### config.mk
export PLATFORM = sky130hd
export DESIGN_NAME = ecc_mode_ctl
export DESIGN_NICKNAME = d
export VERILOG_FILES = /design/src/rtl/ecc_ctl_pkg.sv /design/src/rtl/ecc_line_collector.sv /design/src/rtl/ecc_cmd_decode.sv /design/src/rtl/ecc_mode_regs.sv /design/src/rtl/ecc_mode_ctl.sv
export SDC_FILE = /design/constraint.sdc
export NUM_CORES = 1
export LEC_CHECK = 0
export CAP_MARGIN = 30
export CORE_MARGIN = 3
export CORE_UTILIZATION = 50
export CTS_CLUSTER_SIZE = 40
export DETAILED_ROUTE_END_ITERATION = 16
export MAX_ROUTING_LAYER = met4
export PLACE_DENSITY = 0.86
export REMOVE_ABC_BUFFERS = 1
export SETUP_SLACK_MARGIN = 0.05
export SYNTH_ARGS = -nofsm -noshare
export SYNTH_HDL_FRONTEND = slang
export SYNTH_SLANG_ARGS = --single-unit
### constraint.sdc
create_clock -name clk -period 2.3 [get_ports clk]
set_input_delay 0.23 -clock clk [delete_from_list [all_inputs] [get_ports clk]]
set_output_delay 0.23 -clock clk [all_outputs]
set_load 0.02 [all_outputs]
### src/rtl/ecc_ctl_pkg.sv
package ecc_ctl_pkg;
  localparam int CMD_W = 3;
  localparam int CFG_W = 7;
  localparam logic [CFG_W-1:0] CFG_RESET = 7'h03;

  typedef enum logic [CMD_W-1:0] {
    CMD_FAST   = 3'd0,
    CMD_SLOW   = 3'd1,
    CMD_CFGWR  = 3'd2,
    CMD_NMICLR = 3'd3,
    CMD_RSV4   = 3'd4,
    CMD_CHKON  = 3'd5,
    CMD_CHKOFF = 3'd6,
    CMD_RSV7   = 3'd7
  } cmd_e;

  typedef struct packed {
    logic set_fast;
    logic set_slow;
    logic chk_on;
    logic chk_off;
    logic nmi_clr;
    logic cfg_wr;
  } act_t;
endpackage

### src/rtl/ecc_line_collector.sv
module ecc_line_collector #(
  parameter int DW      = 64,
  parameter int BEATS   = 16,
  parameter int CMD_LSB = 16,
  parameter int CMD_W   = 3,
  parameter int CFG_W   = 7
) (
  input  logic             clk,
  input  logic             rst_n,
  input  logic             in_valid,
  input  logic             in_sel,
  input  logic [DW-1:0]    in_data,
  output logic             in_ready,
  output logic             done,
  output logic             done_ok,
  output logic [CMD_W-1:0] cmd,
  output logic [CFG_W-1:0] cfg
);
  localparam int CNT_W = (BEATS > 1) ? $clog2(BEATS) : 1;
  localparam logic [CNT_W-1:0] LAST = CNT_W'(BEATS - 1);

  logic [CNT_W-1:0] cnt_q;
  logic [DW-1:0]    first_q;
  logic             bad_q;
  logic             done_q;
  logic             ok_q;
  logic             take;
  logic             beat_bad;

  assign in_ready = !done_q;
  assign take     = in_valid && in_ready && in_sel;
  assign beat_bad = (cnt_q != '0) && (in_data != first_q);

  always_ff @(posedge clk) begin
    if (!rst_n) begin
      cnt_q   <= '0;
      first_q <= '0;
      bad_q   <= 1'b0;
      done_q  <= 1'b0;
      ok_q    <= 1'b0;
    end else begin
      done_q <= 1'b0;
      if (take) begin
        if (cnt_q == '0) begin
          first_q <= in_data;
          bad_q   <= 1'b0;
        end else if (beat_bad) begin
          bad_q <= 1'b1;
        end
        if (cnt_q == LAST) begin
          cnt_q  <= '0;
          done_q <= 1'b1;
          ok_q   <= !(bad_q && (cnt_q != '0)) && !beat_bad;
        end else begin
          cnt_q <= cnt_q + 1'b1;
        end
      end
    end
  end

  assign done    = done_q;
  assign done_ok = ok_q;
  assign cmd     = first_q[CMD_LSB +: CMD_W];
  assign cfg     = first_q[CFG_W-1:0];
endmodule

### src/rtl/ecc_cmd_decode.sv
module ecc_cmd_decode
  import ecc_ctl_pkg::*;
(
  input  logic             line_ok,
  input  logic [CMD_W-1:0] cmd,
  output act_t             act
);
  always_comb begin
    act = '0;
    if (line_ok) begin
      unique case (cmd_e'(cmd))
        CMD_FAST:   act.set_fast = 1'b1;
        CMD_SLOW:   act.set_slow = 1'b1;
        CMD_CFGWR:  act.cfg_wr   = 1'b1;
        CMD_NMICLR: act.nmi_clr  = 1'b1;
        CMD_CHKON:  act.chk_on   = 1'b1;
        CMD_CHKOFF: act.chk_off  = 1'b1;
        default:    act          = '0;
      endcase
    end
  end
endmodule

### src/rtl/ecc_mode_regs.sv
module ecc_mode_regs
  import ecc_ctl_pkg::*;
(
  input  logic             clk,
  input  logic             rst_n,
  input  act_t             act,
  input  logic             line_bad,
  input  logic [CFG_W-1:0] cfg_in,
  output logic             fast_mode,
  output logic             chk_en,
  output logic             nmi_clr,
  output logic [CFG_W-1:0] cfg,
  output logic             mismatch
);
  always_ff @(posedge clk) begin
    if (!rst_n) begin
      fast_mode <= 1'b0;
      chk_en    <= 1'b0;
      nmi_clr   <= 1'b0;
      cfg       <= CFG_RESET;
      mismatch  <= 1'b0;
    end else begin
      nmi_clr <= act.nmi_clr;
      if (act.set_fast) fast_mode <= 1'b1;
      if (act.set_slow) fast_mode <= 1'b0;
      if (act.chk_on)   chk_en    <= 1'b1;
      if (act.chk_off)  chk_en    <= 1'b0;
      if (act.cfg_wr)   cfg       <= cfg_in;
      if (line_bad)     mismatch  <= 1'b1;
    end
  end
endmodule

### src/rtl/ecc_mode_ctl.sv
module ecc_mode_ctl
  import ecc_ctl_pkg::*;
#(
  parameter int DW      = 64,
  parameter int BEATS   = 16,
  parameter int CMD_LSB = 16
) (
  input  logic             clk,
  input  logic             rst_n,
  input  logic             in_valid,
  output logic             in_ready,
  input  logic             in_sel,
  input  logic [DW-1:0]    in_data,
  output logic             fast_mode,
  output logic             chk_en,
  output logic             nmi_clr,
  output logic [CFG_W-1:0] ecc_cfg,
  output logic             cfg_mismatch,
  output logic [DW-1:0]    rd_data
);
  logic             done;
  logic             done_ok;
  logic [CMD_W-1:0] cmd;
  logic [CFG_W-1:0] cfg_word;
  act_t             act;

  ecc_line_collector #(
    .DW(DW), .BEATS(BEATS), .CMD_LSB(CMD_LSB), .CMD_W(CMD_W), .CFG_W(CFG_W)
  ) u_coll (
    .clk(clk), .rst_n(rst_n), .in_valid(in_valid), .in_sel(in_sel),
    .in_data(in_data), .in_ready(in_ready), .done(done), .done_ok(done_ok),
    .cmd(cmd), .cfg(cfg_word)
  );

  ecc_cmd_decode u_dec (
    .line_ok(done && done_ok), .cmd(cmd), .act(act)
  );

  ecc_mode_regs u_regs (
    .clk(clk), .rst_n(rst_n), .act(act), .line_bad(done && !done_ok),
    .cfg_in(cfg_word), .fast_mode(fast_mode), .chk_en(chk_en),
    .nmi_clr(nmi_clr), .cfg(ecc_cfg), .mismatch(cfg_mismatch)
  );

  always_comb begin
    rd_data                   = '0;
    rd_data[CFG_W-1:0]        = ecc_cfg;
    rd_data[CMD_LSB]          = fast_mode;
    rd_data[CMD_LSB+1]        = chk_en;
  end
endmodule

==> impl_metrics.csv, run 1 <==
group,metric,value,unit
layout,post-route-cell-area,5360,um2
die,die_area,10100,um2
timing,fin_skew,0.00958,ns
global_route,grt_pass1_wl,17.3,mm
timing,final.min_clock_period,1.76,ns
synth,synth-edff-count,0,
setup_path,critPathRequiredTime,2.59,ns
timing,grt_setup_unrepaired,"no",
synth,synth_top_cells_by_area,"dfxtp_1 37%, buf_4 12%, nand2_1 11%, xor2_1 8.6%, a21oi_1 7.8%",
placed_design,dpl_cell_area,5140,um2
timing,final_max_slew_viol_count,0,
timing,finalSetupViolations,0,
setup_path,cpLargestDelayFamily,"simple AND/OR/NAND/NOR gates",
layout,drive_gt1_share,3.98,%
global_route,first_global_vias,3718,
power_and_ir_drop,cellPowerDensity,607,nW/um2
setup_path,critical_path.max_fanout,37,
route,wl_per_cell,14.6,um
setup_path,critPathSlowestCell,"and3b_1",
route,post-route-drc-count,0,
cts,clock_tree.htree_level_count,3,
timing,postLayoutSetupSlackWorst,0.542,ns
synth,synthesis.yosys.warnings,0,
layout,final_nets,719,
synth,number_of_distinct_standard_cells_referenced_by_the_synthesized_netlist,42,
setup_path,cp_slowest_stage_delay,0.47,ns
synth,ys_ff_latch,82,
synth,synth_cells,577,
setup_path,cp-end-kind,"flop",
cts,cts_setup_buffers,0,
global_route,grt_antenna_before_repair,0,
global_route,grt-ovfl-total,0,
run_status,outcome,"finished clean",
global_route,grt.total_usage,22.1,%
layout,finalNonFillerCells,758,
hold_path,min_path_type,"in -> reg",
layout,area.growth.synth_to_final,20.0,%
power_and_ir_drop,worst_ir_drop_vdd,0.314,mV
setup_path,worstPathArrival,2.04,ns
setup_path,path_cells,"and3b_1 -> and3_2 -> buf_4 -> nand2_1 -> a21oi_1",
layout,num-fill-cells,743,
die,io_pins,144,
setup_path,regToRegSetupSlack,0.54,ns
cts,tritoncts,"yes",
die,start_util,53.0,%
cts,clock_tree.root_cell,"clkbuf_8",
placed_design,post-dp-hpwl,8.58,mm
placed_design,placement.setup.worst_slack,0.298,ns
die,row_count,33,
cts,clkSinkCount,82,
route,route.vias.total,3986,
setup_path,critical_path.startpoint_type,"flop",
route,route.detailed.vias_per_inst,5.26,
die,placeableCoreArea,8420,um2
synth,synth_ff_type,"dfxtp_1",
timing,timing.final.crit_share,76.4,%
synth,yosys.area.top_type_share,36.8,%
power_and_ir_drop,post-layout-total-power,3.25,mW
die,floorplan.die.height,100,um
synth,mean_instance_size_in_the_synthesized_netlist,7.74,um2
run,max-cap-violations,0,
die,die_w,100,um
cts,clock_tree.buffer_depth,2,
route,drtAntennaViolNets,0,
timing,finalHoldViolCount,0,
setup_path,path_class,"reg -> reg",
synth,cell_area_after_synthesis,4460,um2
timing,hold_ws,0.467,ns
global_route,grt_start_max_net_pins,44,
cts,clkTransAtPathRegs,0.08,ns
cts,cts_hold_buffers,0,
route,drt-pass1-iter-count,5,
cts,insertion_delay,0.35,ns
cts,postCtsResizedCells,0,
power_and_ir_drop,p_leak,2.10,nW
placed_design,place.detailed.instances,743,
setup_path,buffers_plus_inverters_on_the_worst_setup_path,1,
layout,diodes,0,
route,1st_iter_drt_viols,195,
synth,ys_async_sr_fraction,0,%
synth,seq_area_frac_synth,36.8,%
cts,tritoncts.num_buffers,9,
route,postRouteWirelength,11.1,mm
placed_design,gp_congestion,0.923,
timing,max_freq,569,MHz
placed_design,port_buffers,88,
synth,yosysTopAreaCell,"dfxtp_1",
state kept, by name, summed over array words and instances (netlist names):
register,cells
u_coll.first_q,64
u_regs.cfg,7
u_coll.cnt_q,4
u_coll.bad_q,1
u_coll.done,1
u_coll.done_ok,1
u_regs.chk_en,1
u_regs.fast_mode,1
u_regs.mismatch,1
u_regs.nmi_clr,1
worst paths after layout:
kind | startpoint | end | cells past startpoint
max reg2reg | u_coll.done | u_coll.first_q[25] | 5
min | in_data[57] | u_coll.first_q[57] | 3
min reg2reg | u_coll.first_q[9] | u_coll.first_q[9] | 2
max | u_coll.done | u_coll.first_q[25] | 5
where the power goes:
group          leakage (nW)  internal, mW  total, mW  switching [mW]
logic                  1.33         0.230      0.574           0.344
registers             0.667          1.48       1.53          0.0501
clock network         0.106         0.638       1.15           0.512
total                  2.10          2.35       3.25           0.906
area by class of cell:
cell class                 count  area [um2]  area share [%]
multi-input combinational    440        2340            43.7
sequential                    82        1640            30.6
timing repair buffer          95         946            17.7
clock buffer                  11         141            2.64
tap                          105         131            2.45
inverter                      21        78.8            1.47
clock inverter                 4        76.3            1.42
tightest hold or removal path, stage by stage:
cell             delay (ns)
clkdlybuf4s50_1        0.43
nand2_1                0.07
a21oi_1                0.05
layout by cell type (no fill, tap or decap), drive strengths merged, types with 3 or more instances in the layout:
cell type,instances
clkbuf,11
nand3,6
nand2,136
conb,55
nand4,6
a2111oi,4
mux2i,7
nor2b,21
xor2,44
inv,21
and3,3
nor2,16
nor4,24
buf,7
clkdlybuf4s50,88
nor3,12
a21oi,70
nand2b,8
o21ai,4
dfxtp,82
layer usage:
metal | track usage, % | wire (um) | vias up
li1 | - | - | 1944
met2 | 37.9 | 5560 | 156
met3 | 3.53 | 742 | 21
met1 | 26.5 | 4580 | 1865
met4 | 7.25 | 213 | 0
met5 | - | 0 | -
metrics by stage:
| step | util (%) | setup TNS (ns) |
|---|---|---|
| finish | 63.6 | 0 |
| detailed placement | 61.0 | 0 |
| floorplan | - | -5.78 |
| CTS | 63.6 | 0 |
| global placement | 61.0 | 0 |
| global route | 63.6 | 0 |
synth_stat cells (2+ instances only):
library cell	instances
nand3_1	6
xor2_1	44
a2111oi_0	2
xnor2_1	2
nor4_1	24
a211oi_1	2
mux2i_1	7
inv_1	21
o21ai_0	4
a21oi_1	70
nand4_1	6
clkbuf_1	9
ha_1	2
nor3_1	11
buf_2	7
nor2_1	16
nand2b_1	8
dfxtp_1	82
o22ai_1	2
nand2_1	136
and3b_1	2
buf_4	72
nor2b_1	21
and3_1	3
logic make-up (layout without fill, tap and decap cells):
| family | after synthesis | count (layout) | synth area share [%] |
|---|---|---|---|
| simple gates | 240 | 240 | 25.1 |
| buf+inv | 109 | 131 | 15.4 |
| mux | 7 | 7 | 1.57 |
| compound gates | 90 | 90 | 11.5 |
| flops | 82 | 82 | 36.8 |
| other cells | 1 | 55 | 0.0840 |
| fa+ha+maj | 2 | 2 | 0.560 |
| xor+xnor | 46 | 46 | 9.02 |
(Power assumes the default switching activity.)
==> run 2: changes to the inputs <==
Settings changed: CORE_UTILIZATION 50 to 42, PLACE_DENSITY 0.86 to 0.77.
Clock period 2.3 ns to 1.6 ns, I/O delays scaled along.
==> impl_metrics.csv, run 2 (synthesis gave the netlist of run 1 again) <==
group,metric,value,unit
run_status,outcome,"finished clean",
placed_design,port_buffers,88,
setup_path,worstSetupStartpoint,"u_coll.first_q[34]",
cts,cts_setup_buffers,0,
placed_design,placement.setup.worst_slack,-0.345,ns
setup_path,critical_path.max_fanout,2,
cts,cts_hold_buffers,0,
power_and_ir_drop,power.sequential.fraction,47.8,%
global_route,grt_pass1_wl,17.6,mm
cts,tritoncts.num_buffers,9,
cts,tritoncts,"yes",
cts,clkTransAtPathRegs,0.08,ns
timing,finalHoldViolCount,0,
setup_path,critPathRequiredTime,1.84,ns
hold_path,hp-start,"in_data[21]",
global_route,grt.total_usage,19.2,%
power_and_ir_drop,cellPowerDensity,796,nW/um2
die,die_area,11900,um2
setup_path,path_class,"reg -> reg",
run,max-cap-violations,0,
route,route.detailed.vias_per_inst,4.86,
die,die_w,109,um
timing,hold_ws,0.111,ns
global_route,grt-ovfl-total,0,
cts,clkSinkCount,82,
timing,final_max_slew_viol_count,0,
layout,area.growth.synth_to_final,29.3,%
layout,drive_gt1_share,11.5,%
global_route,grt_antenna_before_repair,0,
route,drt-pass1-iter-count,4,
die,row_count,37,
power_and_ir_drop,p_leak,2.36,nW
layout,most_frequent_standard_cell_in_the_layout_excluding_fill_and_tap_cells,"nand2_1",
hold_path,min_path_type,"in -> reg",
power_and_ir_drop,share_comb_of_total_power,20.3,%
setup_path,worstPathArrival,1.82,ns
power_and_ir_drop,pwr-share-clk,31.9,%
die,io_pins,144,
timing,final.min_clock_period,1.58,ns
route,post-route-drc-count,0,
power_and_ir_drop,cellInternalPower,3.26,mW
timing,finalSetupViolations,0,
cts,clock_tree.htree_level_count,3,
setup_path,critical_path.startpoint_type,"flop",
layout,top_register,"u_coll.first_q",
route,route.vias.total,4012,
setup_path,cp_slowest_stage_delay,0.39,ns
power_and_ir_drop,p_switching,1.33,mW
setup_path,path_cells,"xor2_1 -> nor4_1 -> nand4_1 -> nor3_1 -> a21oi_1",
placed_design,post-dp-hpwl,8.47,mm
route,1st_iter_drt_viols,286,
cts,insertion_delay,0.35,ns
setup_path,worstReg2RegStart,"u_coll.first_q[34]",
timing,max_freq,632,MHz
layout,flip_flop_count_of_the_largest_register_after_layout,64,
layout,diodes,0,
route,postRouteWirelength,11.0,mm
route,wl_per_cell,13.3,um
die,start_util,43.2,%
timing,grt_setup_unrepaired,"yes",
global_route,grt_start_max_net_pins,62,
timing,postLayoutSetupSlackWorst,0.0173,ns
power_and_ir_drop,switching_share_of_total_power,29.0,%
layout,final_nets,754,
layout,layout.cells.most_common_list,"136 x nand2_1, 83 x clkdlybuf4s50_1, 76 x dfxtp_1",
placed_design,gp_congestion,0.925,
power_and_ir_drop,worst_ir_drop_vdd,0.367,mV
setup_path,cp-end-kind,"flop",
global_route,first_global_vias,3761,
route,drtAntennaViolNets,0,
cts,clock_tree.root_cell,"clkbuf_8",
timing,fin_skew,0.00510,ns
cts,clock_tree.buffer_depth,2,
die,floorplan.die.height,109,um
setup_path,critPathSlowestCell,"nor4_1",
timing,timing.final.crit_share,98.9,%
layout,largest_registers_in_the_final_layout,"u_coll.first_q: 64 flops, u_regs.cfg: 7 flops, u_coll.cnt_q: 4 flops",
die,placeableCoreArea,10300,um2
==> run 2: cell types whose count changed in the layout (fill, tap and decap cells not counted), moves of 2 or more <==
cell,change
dfxtp_2,+6
nor4_2,+7
clkdlybuf4s50_1,-5
nor4_1,-7
clkinv_2,+2
buf_12,+4
buf_4,+31
dfxtp_1,-6
dlymetal6s2s_1,+4
==> run 2: worst paths after layout <==
path / cells past startpoint / end / slack [ns]
worst max register to register: 5 / u_coll.bad_q / 0.02
worst max-delay path: 5 / u_coll.bad_q / 0.02
worst min register to register: 2 / u_coll.first_q[15] / 0.47
worst min-delay path: 3 / u_coll.first_q[21] / 0.11
==> run 2: worst max-delay path: cells and delay by family, from the launching register on <==
kind | cells | cell delay (ns)
flops | 1 | 0.34
compound gates | 1 | 0.10
xor+xnor | 1 | 0.18
simple gates | 3 | 0.85
==> run 2: power groups by stage <==
stage / clock network, mW / logic, mW / registers, mW
global placement: 0 / 0.898 / 2.23
finish: 1.47 / 0.933 / 2.20
detailed placement: 0 / 0.908 / 2.24
global route: 1.59 / 1.03 / 2.21
CTS: 1.50 / 0.915 / 2.19
floorplan: 0 / 0.474 / 2.23
==> run 2: timing repair <==
action	4_1_cts	5_1_grt
gates resized for setup	4	20
setup endpoints to repair	3	19
pin swaps	2	6
==> run 2: metal layers <==
layer | track usage [%] | part of all wire, %
met4 | 5.14 | 1.3
met5 | - | 0
met2 | 31.5 | 48
met1 | 24.4 | 44
met3 | 3.08 | 6.9
==> run 2: cell type report <==
type                    count  area, um2
fillers                   937       4550
multi-input cells         440       2420
flip-flops and latches     82       1650
repair buffers            130       1270
well taps                 136        170
clock buffers              11        131
inverters                  21       78.8
clock inverters             5       55.1
==> run 2: per-stage QoR <==
stage	cells	utilization [%]	power (mW)	setup TNS, ns	cell area, um2
6_report	825	55.9	4.60	0	5770
5_1_grt	825	55.9	4.83	-0.0492	5770
4_1_cts	825	55.2	4.61	-0.00198	5700
3_5_place_dp	809	53.2	3.15	-5.11	5490
3_3_place_gp	809	53.2	3.13	-4.70	5490
2_1_floorplan	543	-	2.70	-51.60	4060
